File: config.mk
export PLATFORM = sky130hd
export DESIGN_NAME = cpl_addr_pack
export DESIGN_NICKNAME = d
export VERILOG_FILES = /design/src/rtl/cpl_addr_pack_pkg.sv /design/src/rtl/cpl_addr_pack_desc_slice.sv /design/src/rtl/cpl_addr_pack_shift.sv /design/src/rtl/cpl_addr_pack_keep.sv /design/src/rtl/cpl_addr_pack.sv
export SDC_FILE = /design/constraint.sdc
export NUM_CORES = 1
export LEC_CHECK = 0
export CAP_MARGIN = 20
export CELL_PAD_IN_SITES_DETAIL_PLACEMENT = 1
export CELL_PAD_IN_SITES_GLOBAL_PLACEMENT = 2
export CORE_MARGIN = 8
export CORE_UTILIZATION = 34
export CTS_BUF_LIST = sky130_fd_sc_hd__clkbuf_8
export CTS_CLUSTER_SIZE = 30
export DETAILED_ROUTE_END_ITERATION = 7
export PLACE_DENSITY_LB_ADDON = 0.12
export SYNTH_ARGS = -nofsm -noshare
export SYNTH_HDL_FRONTEND = slang
export SYNTH_SLANG_ARGS = --single-unit
export TNS_END_PERCENT = 10
File: constraint.sdc
create_clock -name clk -period 3.6 [get_ports clk]
set_input_delay 0.72 -clock clk [delete_from_list [all_inputs] [get_ports clk]]
set_output_delay 0.72 -clock clk [all_outputs]
set_load 0.02 [all_outputs]
File: src/rtl/cpl_addr_pack_pkg.sv
`timescale 1ns/1ps
package cpl_addr_pack_pkg;

   localparam int DESC_BYTES = 12;

   typedef enum logic [1:0] {
      ST_IDLE  = 2'd0,
      ST_DESC  = 2'd1,
      ST_PAY   = 2'd2,
      ST_FLUSH = 2'd3
   } pack_state_e;

   function automatic int desc_beats(input int beat_bytes);
      return (DESC_BYTES + beat_bytes - 1) / beat_bytes;
   endfunction

endpackage

File: src/rtl/cpl_addr_pack_desc_slice.sv
`timescale 1ns/1ps
module cpl_addr_pack_desc_slice
   import cpl_addr_pack_pkg::*;
#(
   parameter int DATA_W = 64,
   parameter int IDX_W  = 1
) (
   input  logic [DESC_BYTES*8-1:0] desc,
   input  logic [IDX_W-1:0]        idx,
   output logic [DATA_W-1:0]       beat
);
   localparam int BYTES = DATA_W / 8;
   localparam int NB    = desc_beats(BYTES);
   localparam int PAD_W = NB * DATA_W;

   if (NB == 1) begin : g_single
      logic unused_idx;
      assign unused_idx = ^idx;
      assign beat = {{(DATA_W - DESC_BYTES*8){1'b0}}, desc};
   end else begin : g_multi
      logic [PAD_W-1:0] pad;
      assign pad  = {{(PAD_W - DESC_BYTES*8){1'b0}}, desc};
      assign beat = pad[idx*DATA_W +: DATA_W];
   end

endmodule

File: src/rtl/cpl_addr_pack_shift.sv
`timescale 1ns/1ps
module cpl_addr_pack_shift #(
   parameter int DATA_W = 64,
   parameter int LANE_W = 3
) (
   input  logic [DATA_W-1:0] cur,
   input  logic [DATA_W-1:0] hold,
   input  logic [LANE_W-1:0] off,
   output logic [DATA_W-1:0] beat
);
   localparam int BYTES = DATA_W / 8;

   logic [2*DATA_W-1:0] cat;

   always_comb begin
      cat = {cur, hold};
      for (int j = 0; j < BYTES; j++) begin
         beat[j*8 +: 8] = cat[(j + BYTES - int'(off))*8 +: 8];
      end
   end

endmodule

File: src/rtl/cpl_addr_pack_keep.sv
`timescale 1ns/1ps
module cpl_addr_pack_keep #(
   parameter int DATA_W = 64,
   parameter int END_W  = 5
) (
   input  logic [END_W-1:0]      lo,
   input  logic [END_W-1:0]      hi,
   output logic [DATA_W/32-1:0]  keep
);
   localparam int KEEP_W = DATA_W / 32;

   for (genvar d = 0; d < KEEP_W; d++) begin : g_dw
      localparam logic [END_W-1:0] DW_LO = END_W'(d*4);
      localparam logic [END_W-1:0] DW_HI = END_W'(d*4 + 4);
      assign keep[d] = (lo < DW_HI) && (hi > DW_LO);
   end

endmodule

File: src/rtl/cpl_addr_pack.sv
`timescale 1ns/1ps
module cpl_addr_pack
   import cpl_addr_pack_pkg::*;
#(
   parameter int DATA_W = 64,
   parameter int ADDR_W = 7
) (
   input  logic                         clk,
   input  logic                         rst_n,
   input  logic                         hdr_valid,
   output logic                         hdr_ready,
   input  logic [DESC_BYTES*8-1:0]      hdr_desc,
   input  logic                         hdr_is_mrd,
   input  logic [ADDR_W-1:0]            hdr_addr,
   input  logic                         pl_valid,
   output logic                         pl_ready,
   input  logic [DATA_W-1:0]            pl_data,
   input  logic                         pl_last,
   input  logic [$clog2(DATA_W/8):0]    pl_nbytes,
   output logic                         m_tvalid,
   input  logic                         m_tready,
   output logic [DATA_W-1:0]            m_tdata,
   output logic [DATA_W/32-1:0]         m_tkeep,
   output logic                         m_tlast
);
   localparam int BYTES     = DATA_W / 8;
   localparam int LANE_W    = $clog2(BYTES);
   localparam int CNT_W     = LANE_W + 1;
   localparam int END_W     = LANE_W + 2;
   localparam int DESC_NB   = desc_beats(BYTES);
   localparam int IDX_W     = (DESC_NB > 1) ? $clog2(DESC_NB) : 1;
   localparam int LAST_DESC = DESC_BYTES - (DESC_NB - 1) * BYTES;

   if (DATA_W != 64 && DATA_W != 128 && DATA_W != 256) begin : g_bad_width
      $error("cpl_addr_pack: DATA_W must be 64, 128 or 256");
   end
   if (ADDR_W < LANE_W) begin : g_bad_addr
      $error("cpl_addr_pack: ADDR_W too narrow for lane offset");
   end

   pack_state_e              state_q;
   logic [IDX_W-1:0]         beat_idx_q;
   logic [DESC_BYTES*8-1:0]  desc_q;
   logic [LANE_W-1:0]        off_q;
   logic [DATA_W-1:0]        hold_q;
   logic                     first_q;
   logic [END_W-1:0]         rem_q;

   logic [DATA_W-1:0]        pl_masked;
   logic [DATA_W-1:0]        shift_cur;
   logic [DATA_W-1:0]        shift_beat;
   logic [DATA_W-1:0]        desc_beat;
   logic [END_W-1:0]         end_sum;
   logic                     fits;
   logic [END_W-1:0]         keep_lo;
   logic [END_W-1:0]         keep_hi;
   logic [DATA_W/32-1:0]     keep_vec;
   logic                     desc_last_beat;
   logic                     unused_addr;

   assign unused_addr    = ^hdr_addr;
   assign end_sum        = END_W'(off_q) + END_W'(pl_nbytes);
   assign fits           = (end_sum <= END_W'(BYTES));
   assign desc_last_beat = (beat_idx_q == IDX_W'(DESC_NB - 1));

   always_comb begin
      for (int l = 0; l < BYTES; l++) begin
         pl_masked[l*8 +: 8] = (!pl_last || (CNT_W'(l) < pl_nbytes)) ?
                               pl_data[l*8 +: 8] : 8'h00;
      end
   end

   assign shift_cur = (state_q == ST_FLUSH) ? '0 : pl_masked;

   cpl_addr_pack_desc_slice #(
      .DATA_W (DATA_W),
      .IDX_W  (IDX_W)
   ) u_desc (
      .desc (desc_q),
      .idx  (beat_idx_q),
      .beat (desc_beat)
   );

   cpl_addr_pack_shift #(
      .DATA_W (DATA_W),
      .LANE_W (LANE_W)
   ) u_shift (
      .cur  (shift_cur),
      .hold (hold_q),
      .off  (off_q),
      .beat (shift_beat)
   );

   cpl_addr_pack_keep #(
      .DATA_W (DATA_W),
      .END_W  (END_W)
   ) u_keep (
      .lo   (keep_lo),
      .hi   (keep_hi),
      .keep (keep_vec)
   );

   always_comb begin
      hdr_ready = 1'b0;
      pl_ready  = 1'b0;
      m_tvalid  = 1'b0;
      m_tdata   = '0;
      m_tlast   = 1'b0;
      keep_lo   = '0;
      keep_hi   = '0;
      unique case (state_q)
         ST_IDLE: begin
            hdr_ready = 1'b1;
         end
         ST_DESC: begin
            m_tvalid = 1'b1;
            m_tdata  = desc_beat;
            keep_hi  = desc_last_beat ? END_W'(LAST_DESC) : END_W'(BYTES);
         end
         ST_PAY: begin
            m_tvalid = pl_valid;
            pl_ready = m_tready;
            m_tdata  = shift_beat;
            m_tlast  = pl_last && fits;
            keep_lo  = first_q ? END_W'(off_q) : '0;
            keep_hi  = (pl_last && fits) ? end_sum : END_W'(BYTES);
         end
         ST_FLUSH: begin
            m_tvalid = 1'b1;
            m_tdata  = shift_beat;
            m_tlast  = 1'b1;
            keep_hi  = rem_q;
         end
         default: ;
      endcase
   end

   assign m_tkeep = keep_vec;

   always_ff @(posedge clk or negedge rst_n) begin
      if (!rst_n) begin
         state_q    <= ST_IDLE;
         beat_idx_q <= '0;
         desc_q     <= '0;
         off_q      <= '0;
         hold_q     <= '0;
         first_q    <= 1'b0;
         rem_q      <= '0;
      end else begin
         unique case (state_q)
            ST_IDLE: begin
               if (hdr_valid) begin
                  desc_q     <= hdr_desc;
                  off_q      <= hdr_is_mrd ? hdr_addr[LANE_W-1:0] : '0;
                  beat_idx_q <= '0;
                  state_q    <= ST_DESC;
               end
            end
            ST_DESC: begin
               if (m_tready) begin
                  if (desc_last_beat) begin
                     hold_q  <= '0;
                     first_q <= 1'b1;
                     state_q <= ST_PAY;
                  end else begin
                     beat_idx_q <= beat_idx_q + 1'b1;
                  end
               end
            end
            ST_PAY: begin
               if (pl_valid && m_tready) begin
                  hold_q  <= pl_masked;
                  first_q <= 1'b0;
                  if (pl_last) begin
                     if (fits) begin
                        state_q <= ST_IDLE;
                     end else begin
                        rem_q   <= end_sum - END_W'(BYTES);
                        state_q <= ST_FLUSH;
                     end
                  end
               end
            end
            ST_FLUSH: begin
               if (m_tready) begin
                  state_q <= ST_IDLE;
               end
            end
            default: state_q <= ST_IDLE;
         endcase
      end
   end

endmodule

* Word-level counts from Yosys, hierarchy flattened
Cells that the tools add are included.
Operators by class: bitwise logic cells 1, eq/ne operators 9, order comparisons 13, muxes and demuxes 40, reduce and logical (&&, ||, !) cells 23, add/sub/neg operators 11, shift operators 9
Operator list (number):
- $shiftx 128x32->8 | 8
- $mux 64 | 4
- $pmux 64 s2 | 2
- $shiftx 128x8->64 | 1
- $mux 8 | 8
- $sub 4x3->5 const A | 8
- $lt 3x4->1 const A | 4
- $pmux 5 s3 | 1
- $mux 2 | 7
- $ne 2x2->1 const B | 6
- $mux 3 | 3
- $logic_or 1x1->1 | 8
- $lt 1x4->1 const A | 2
- $lt 2x4->1 const A | 2
- $mux 1 | 8
- $pmux 1 s2 | 4
- $pmux 2 s4 | 1
- $reduce_and 4->1 | 2
- $reduce_and 6->1 | 1
- $add 3x4->5 | 1
- $gt 5x1->1 const B | 1
- $gt 5x3->1 const B | 1
- $le 5x4->1 const B | 1
- $mux 5 | 1
- other kinds (15) | 21
Word-level totals: register bits 172, output and inout bits 70, word-level logic and storage cells 113

* Longest topological paths before layout
Gate-level depths: netlist of run 1.
word-level depth 7, gate-level depth with buffers 11, gate-level depth less buffers 11

* Hierarchy
Synthesis of run 1 repeated with hierarchy kept, for this count alone.
Unflattened totals: cell total of the unflattened synthesis 1363, area total of the unflattened synthesis 13536.7 um^2
Modules (own cells, without submodules):
- cpl_addr_pack | times used 1, seq. area each 4304.1 um^2, cells an instance 815, area each 7825.0 um^2
- cpl_addr_pack_shift | times used 1, seq. area each 0.0 um^2, cells an instance 471, area each 4924.7 um^2
- cpl_addr_pack_desc_slice | times used 1, seq. area each 0.0 um^2, cells an instance 71, area each 747.0 um^2
- cpl_addr_pack_keep | times used 1, seq. area each 0.0 um^2, cells an instance 6, area each 40.0 um^2

* Worst setup path after synthesis of run 1
No wires, ideal clock.
kind register to output, from register off_q[1], to output port m_tdata[19], setup slack 0.102 ns, path buffers 3, data required time 2.880 ns, arrival time 2.778 ns, stages on the path, launching flop included 9, cell sequence dfrtp_1 > clkinv_1 > ha_1 > buf_2 > buf_4 > buf_2 > nor3_1 > a22oi_1 > a31oi_1
On the way: word-level cells in the longest chain between the ends 3
RTL lines:
- from (decl) | RTL line cpl_addr_pack.sv:44 | logic [LANE_W-1:0] off_q;
- from (signal assigned) | RTL line cpl_addr_pack.sv:154 | off_q <= hdr_is_mrd ? hdr_addr[LANE_W-1:0] : '0;
- $sub 4x3->5 | RTL line cpl_addr_pack_shift.sv:18 | beat[j*8 +: 8] = cat[(j + BYTES - int'(off))*8 +: 8];
- $shiftx 128x32->8 | RTL line cpl_addr_pack_shift.sv:18
- $pmux 64 s2 | RTL line cpl_addr_pack.sv:111 | unique case (state_q)
- to (decl) | RTL line cpl_addr_pack.sv:22 | output logic [DATA_W-1:0] m_tdata,
Every way passes these cells.

* Worst setup path in the final report of run 1
from input port pl_nbytes[2], to output port m_tdata[26]
On the way: word-level cells in the longest chain between the ends 6, elaborated cells between the ends (all ways) 27, those cells by class order compare (8); shift (1); mux (10); reduce/logical (8)
RTL lines:
- from (decl) | RTL line cpl_addr_pack.sv:19 | input logic [$clog2(DATA_W/8):0] pl_nbytes,
- $lt 1x4->1 (tied with other cells) | RTL line cpl_addr_pack.sv:68 | pl_masked[l*8 +: 8] = (!pl_last || (CNT_W'(l) < pl_nbytes)) ?
- $logic_or 1x1->1 | RTL line cpl_addr_pack.sv:68
- $mux 8 | RTL line cpl_addr_pack.sv:68
- $mux 64 (*) | RTL line cpl_addr_pack.sv:73 | assign shift_cur = (state_q == ST_FLUSH) ? '0 : pl_masked;
- $shiftx 128x32->8 (*) | RTL line cpl_addr_pack_shift.sv:18
- $pmux 64 s2 (*) | RTL line cpl_addr_pack.sv:111
Every way passes the cells marked *; elsewhere a longest branch is shown, timed or not.

==> out/qor.yml, run 1 <==
pin_count: 248
violations: "setup timing"
yosys.area.top_type_share: 0.3460
grt-ovfl-total: 0
die_area_um2: 42960
start_util: 0.3422
worst_pin_slew_ns: 0.9581
synthCells: 1253
ys_ff_latch: 172
hpwl_um: 51090
critical_path_arrival_ns: 2.97
gp_congestion: 0.9802
critical-path-slowest-cell: "clkdlybuf4s15_1"
synthTopCellsByCount: "172 x dfrtp_1, 151 x nand2_1, 110 x mux2_2, 108 x a21oi_1, 104 x a22o_1"
rows: 70
mappedNetlistNets: 1443
cts_hold_buffers: 0
ys.flop_type: "dfrtp_1"
pre_cts_ws_ns: -0.8549
hold_viol: 0
layout.nets: 1861
mappedNetlistArea_um2: 12440
drc_errors: 0
vias: 13194
r2r_slack_ns: 0.67
relSlewSlack: 0.3589
wire_per_inst_um: 30.18
critPathLaunchType: "primary input"
netlist_top_cells_area: "dfrtp_1 35%, mux4_2 10%, mux2_2 10%"
powerDensity_nw_per_um2: 993.5
period_needed_ns: 3.690
grt_pass1_vias: 13833
cap_violations: 0
utilization: 0.5014
slew_viol_final: 0
grt_antenna_before_repair: 1
dr.pass1.iters: 6
final_area_um2: 18220
clock_latency_ns: 0.51
fmax_mhz: 271.0
whs_ns: 0.2415
async_flop_share: 1.000
yosysSeqAreaShare: 0.3460
cts.sinks: 172
ant_nets: 0
dpl-instance-area_um2: 17030
htree_levels: 4
synth_warnings: 0
critical_path.max_stage_delay_ns: 0.32
vias_per_cell: 6.131
drtIter0Drc: 1194
synth_edf_count: 0
yosys.area.top_type: "dfrtp_1"
critical-path-top-cell-by-count: "buf_4"
cp.buffers_inverters: 7
crit_chain: "dlygate4sd2_1, buf_4, nor4b_4, buf_4, buf_4, nor2_4, buf_4, a22o_1, buf_4, mux2i_2, o221ai_1, clkdlybuf4s15_1"
yosysMostFrequentCell: "dfrtp_1"
die_w_um: 207.3
die_y_um: 207.3
io_buffers: 243
worst_slack_ns: -0.08954
num_antenna_cells: 0
cts_root_buffer: "clkbuf_8"
worstSetupPathType: "in -> out"
setup_viol: 16
cts_tree: "yes"
wl_um: 64940
status: "finished, violations left"
grt_pass1_wl_um: 94910
grtUsageTotal: 0.2946
numCtsBuffers: 17
clk_pin_slew_ns: 0.11
area_growth_pct: 46.50
yosysUniqueCellTypes: 61
min_path_type: "in -> async"
rsz0062_at_grt: "yes"
drive_above_1_share: 0.3955
grt_max_degree: 103
skew_ns: 0.01299
finalSetupTns_ns: -0.3626
vdd_drop_max_v: 0.0004047
worstPathMaxFanout: 6
crit_family: "buffers and inverters"
core_area_um2: 36350
syn-mean-instance-area_um2: 9.928
fin_crit_sh: 1.025
p_leak_nw: 7.604
cp-end-kind: "primary output"
clk_path_buf_depth: 2
cp.required_ns: 2.88
[cells by family (layout without fill, tap and decap cells)]
kind of cell    Yosys count  in the layout  share of synthesized area
xor+xnor                  6              6                   0.004225
flops                   172            172                     0.3460
fa+ha+maj                12             12                    0.01267
buf+inv                 105            536                    0.03943
mux                     215            215                     0.2404
compound gates          437            437                     0.2512
simple gates            306            306                     0.1061
[power breakdown]
part           internal, mW  leakage [nW]  switching, mW  total [mW]
Sequential             2.87          2.14          0.902        3.77
Clock                 0.770         0.227          0.864        1.63
Combinational          5.60          5.23           7.10        12.7
[final timing paths]
kind	depth (start not counted)	from	to
max	12	pl_nbytes[2]	m_tdata[26]
min	1	rst_n	hold_q[45]$_DFFE_PN0P_
max reg2reg	7	state_q[0]$_DFFE_PN0P_	hold_q[29]$_DFFE_PN0P_
min reg2reg	1	desc_q[27]$_DFFE_PN0P_	desc_q[27]$_DFFE_PN0P_
max in group asynchronous	2	rst_n	hold_q[5]$_DFFE_PN0P_
min in group clk	1	desc_q[27]$_DFFE_PN0P_	desc_q[27]$_DFFE_PN0P_
[flip-flops by register name, indices dropped and copies added, names as in the netlist]
| name | count |
|---|---|
| state_q | 2 |
| desc_q | 96 |
| beat_idx_q | 1 |
| hold_q | 64 |
| rem_q | 5 |
| off_q | 3 |
| first_q | 1 |
[routing by layer]
layer  share of wire  vias to the layer above  global-route usage
met3           0.082                      123             0.07579
met1            0.41                     6668              0.3743
met4           0.050                        2              0.1324
li1                -                     5721                   -
met5         0.00022                        -                   0
met2            0.46                      680              0.4672
[per-stage QoR]
stage / std cells / power, mW
final: 2152 / 18.10
after global placement: 2102 / 15.54
after CTS: 2148 / 17.47
after global routing: 2152 / 19.02
after floorplan: 1253 / 10.22
after detailed placement: 2102 / 15.69
[final cells by class]
class / count / area (µm²)
fillers: 3967 / 18120
multi-input cells: 976 / 8335
repair buffers: 488 / 4479
flip-flops and latches: 172 / 4310
well taps: 468 / 585.6
clock buffers: 17 / 234.0
clock inverters: 15 / 216.5
inverters: 16 / 62.56
[layout by cell type, fill, tap and decap left out, types with 8 or more instances in the layout]
| master | count |
|---|---|
| mux4_2 | 56 |
| o22ai_1 | 16 |
| mux2_2 | 106 |
| dfrtp_1 | 169 |
| nor2_1 | 70 |
| buf_2 | 26 |
| a221oi_1 | 21 |
| a22oi_2 | 9 |
| nor3_2 | 10 |
| clkdlybuf4s50_1 | 170 |
| nand2_1 | 145 |
| inv_1 | 13 |
| o21ai_0 | 21 |
| buf_6 | 14 |
| a21oi_1 | 75 |
| a211oi_1 | 8 |
| o221ai_1 | 13 |
| or2_2 | 12 |
| nand3_1 | 15 |
| a222oi_1 | 8 |
| buf_4 | 232 |
| a22oi_1 | 25 |
| a21oi_2 | 34 |
| a2bb2oi_1 | 10 |
| mux2i_1 | 42 |
| a22o_1 | 99 |
| a31oi_1 | 24 |
| buf_12 | 22 |
| o21ai_1 | 8 |
| clkbuf_8 | 17 |
[timing repair]
action	4_1_cts	5_1_grt
cloned	4	0
buffers inserted	10	4
resized for setup	354	132
setup endpoints to repair	67	64
pin swaps	25	43
(Power assumes the default switching activity.)
==> inputs of run 2 (changes only) <==
--- a/config.mk
+++ b/config.mk
@@ -8,7 +8,6 @@
 export CAP_MARGIN = 20
 export CELL_PAD_IN_SITES_DETAIL_PLACEMENT = 1
 export CELL_PAD_IN_SITES_GLOBAL_PLACEMENT = 2
-export CORE_MARGIN = 8
 export CORE_UTILIZATION = 34
 export CTS_BUF_LIST = sky130_fd_sc_hd__clkbuf_8
 export CTS_CLUSTER_SIZE = 30
==> run 2 against run 1 <==
The flow finishes with violations (DRC, setup timing). Setup slack worse by 0.017 ns. Critical path depth stayed put. Flip-flop and latch count stayed put. Final area is 2.6% lower. Die area is 13% lower. Total power is 3.5% lower. Non-clock buffer count is 15 lower. Highest routed layer unchanged.
==> out/qor.yml, run 2 (same netlist as run 1, synthesis figures left out) <==
status: "finished, violations left"
violations: "DRC, setup timing"
setup_viol: 27  # +11
ant_nets: 0  # unchanged
gp_congestion: 0.9979  # +1.8%
layout_commonest_cell: "buf_4"
numCtsBuffers: 17  # unchanged
switching_share: 0.4977  # +0.008150
vias_per_cell: 6.161  # +0.49%
drc_errors: 16  # +16
cts_tree: "yes"
p_int_mw: 8.775  # -5.1%
pwr-share-seq: 0.215  # +0.007
cap_violations: 0  # unchanged
wl_um: 62820  # -3.3%
dpl.cell_count: 2088  # -0.67%
clock_latency_ns: 0.52  # about the same
fin_crit_sh: 1.030  # +0.004851
pin_count: 248  # unchanged
clk_path_buf_depth: 2  # unchanged
vias: 13123  # -0.54%
nFillCells: 3968  # +0.025%
pre_cts_ws_ns: -0.9521  # -0.09723 ns
core_area_um2: 35740  # -1.7%
period_needed_ns: 3.707  # +0.01746 ns
worstSetupPathType: "reg -> out"
cp-end-kind: "primary output"
htree_levels: 4  # unchanged
wire_per_inst_um: 29.49  # -2.3%
relSlewSlack: 0.5120  # +0.1530
skew_ns: 0.01431  # +0.001318 ns
worst_pin_slew_ns: 0.7320  # -0.2260 ns
crit_family: "compound AO/OA/AOI/OAI gates"
worstPathMaxFanout: 5  # -1
cts_hold_buffers: 0  # unchanged
hold_viol: 0  # unchanged
reg.largest.list: "desc_q: 96 flops, hold_q: 64 flops, rem_q: 5 flops"
finalPower_mw: 17.47  # -3.5%
grtUsageTotal: 0.3375  # +0.04293
grt_max_degree: 103  # unchanged
area_growth_pct: 42.71
final_area_um2: 17750  # -2.6%
cp.required_ns: 2.88  # about the same
clk_pin_slew_ns: 0.10  # about the same
hpwl_um: 49560  # -3.0%
grt_pass1_vias: 13603  # -1.7%
wl_met2_um: 29170  # -2.4%
p_leak_nw: 7.449  # -2.0%
critPathLaunchType: "flop"
crit_chain: "buf_4, ha_1, a21o_1, a21oi_2, xor2_1, ha_2, nand2_2, nor3_2, a21oi_2, a311oi_2, a31oi_1, buf_4"
cp.buffers_inverters: 2  # -5
die_area_um2: 37360  # -13%
grt_antenna_before_repair: 1  # unchanged
min_path_type: "in -> async"
drtIter0Drc: 1222  # +2.3%
layout.nets: 1846  # -0.81%
whs_ns: 0.2438  # +0.002331 ns
comb_power_share: 0.706  # +0.004
top_register: "desc_q"
io_buffers: 243  # unchanged
finalSetupTns_ns: -1.606  # -1.244 ns
powerDensity_nw_per_um2: 984.1  # -0.95%
dr.max_layer_used: "met5"
rows: 69  # -1.4%
utilization: 0.4967  # -0.004703
die_w_um: 193.3  # -6.8%
die_y_um: 193.3  # -6.8%
cts.sinks: 172  # unchanged
route.met3.wl_um: 4709  # -12%
rsz0062_at_grt: "yes"
cts_root_buffer: "clkbuf_8"
largest_reg_flops: 96  # unchanged
vdd_drop_max_v: 0.0003912  # -3.3%
critical_path_arrival_ns: 2.99  # +0.02 ns
critical_path.max_stage_delay_ns: 0.42  # +0.10 ns
grt-ovfl-total: 0  # unchanged
dpl-instance-area_um2: 16930  # -0.58%
dr.pass1.iters: 8  # +2
drive_above_1_share: 0.3799  # -0.01562
grt_pass1_wl_um: 92720  # -2.3%
p_sw_mw: 8.694  # -1.9%
final_cell_mix: "215 x buf_4, 170 x clkdlybuf4s50_1, 168 x dfrtp_1, 143 x nand2_1, 109 x mux2_2"
power_frac_clock: 0.079  # -0.011
wl_met1_um: 25850  # -2.2%
start_util: 0.3480  # +0.005799
num_antenna_cells: 0  # unchanged
slew_viol_final: 0  # unchanged
critical-path-slowest-cell: "dfrtp_2"
final_cell_count_no_fill: 2130  # -1.0%
fmax_mhz: 269.8  # -0.47%
worst_slack_ns: -0.1070  # -0.01746 ns
==> run 2: cell count changes in the layout (fill, tap and decap cells not counted), moves of 8 or more <==
cell     change
o21ai_1      -8
a21oi_1     +13
buf_2        +9
buf_4       -17
a21oi_2     -14
==> run 2: final timing paths <==
| kind | start | end | slack [ns] | cells past startpoint |
|---|---|---|---|---|
| worst max-delay path | off_q[1]$_DFFE_PN0P_ | m_tkeep[0] | -0.11 | 12 |
| worst min-delay path | rst_n | desc_q[33]$_DFFE_PN0P_ | 0.24 | 1 |
| worst max register to register | off_q[0]$_DFFE_PN0P_ | rem_q[0]$_DFFE_PN0P_ | 0.86 | 10 |
| max in group asynchronous | rst_n | beat_idx_q$_DFFE_PN0P_ | 2.53 | 2 |
| worst min register to register | desc_q[71]$_DFFE_PN0P_ | desc_q[71]$_DFFE_PN0P_ | 0.51 | 1 |
| min in group clk | desc_q[71]$_DFFE_PN0P_ | desc_q[71]$_DFFE_PN0P_ | 0.51 | 1 |
==> run 2: cell type report <==
cell class,instances,area [µm²],share of cell area
Clock buffer,20,275.3,0.01551
Tap cell,461,576.8,0.03249
Sequential cell,172,4312,0.2429
Timing Repair Buffer,473,4210,0.2372
Clock inverter,12,88.84,0.005004
Multi-Input combinational cell,976,8220,0.4631
Inverter,16,68.82,0.003877
==> run 2: what timing repair did <==
action | CTS | global route
setup buffers | 7 | 3
gates resized for setup | 305 | 130
pin swaps | 27 | 25
cloned | 1 | 0
setup endpoints to repair | 67 | 65
==> run 2: worst register-to-register path, delay by kind of cell, from the launching register on <==
kind	cells	cell delay, ns
AO/OA/AOI/OAI	2	0.34
adder cells (fa/ha/maj)	2	0.73
AND/OR/NAND/NOR	2	0.37
multiplexers	1	0.36
buffers and inverters	3	0.34
flip-flops	1	0.50
==> run 2: power groups by stage <==
stage | clock network, mW | logic (mW) | registers, mW
3_5_place_dp | 0 | 12.0 | 3.76
5_1_grt | 1.47 | 13.0 | 3.90
3_3_place_gp | 0 | 11.8 | 3.69
2_1_floorplan | 0 | 6.84 | 3.38
6_report | 1.38 | 12.3 | 3.76
4_1_cts | 1.41 | 12.0 | 3.73
==> run 2: routing by layer <==
layer	vias to the layer above	GRT usage
met4	2	0.1556
li1	5683	-
met3	122	0.07130
met2	604	0.5425
met1	6712	0.4355
met5	-	0
==> inputs of run 3 (changes only) <==
--- a/config.mk
+++ b/config.mk
@@ -13,6 +13,7 @@
 export CTS_CLUSTER_SIZE = 30
 export DETAILED_ROUTE_END_ITERATION = 7
 export PLACE_DENSITY_LB_ADDON = 0.12
+export SLEW_MARGIN = 20
 export SYNTH_ARGS = -nofsm -noshare
 export SYNTH_HDL_FRONTEND = slang
 export SYNTH_SLANG_ARGS = --single-unit
==> results of run 3 <==
Final layout, timing and power as in run 2 (identical DEF).
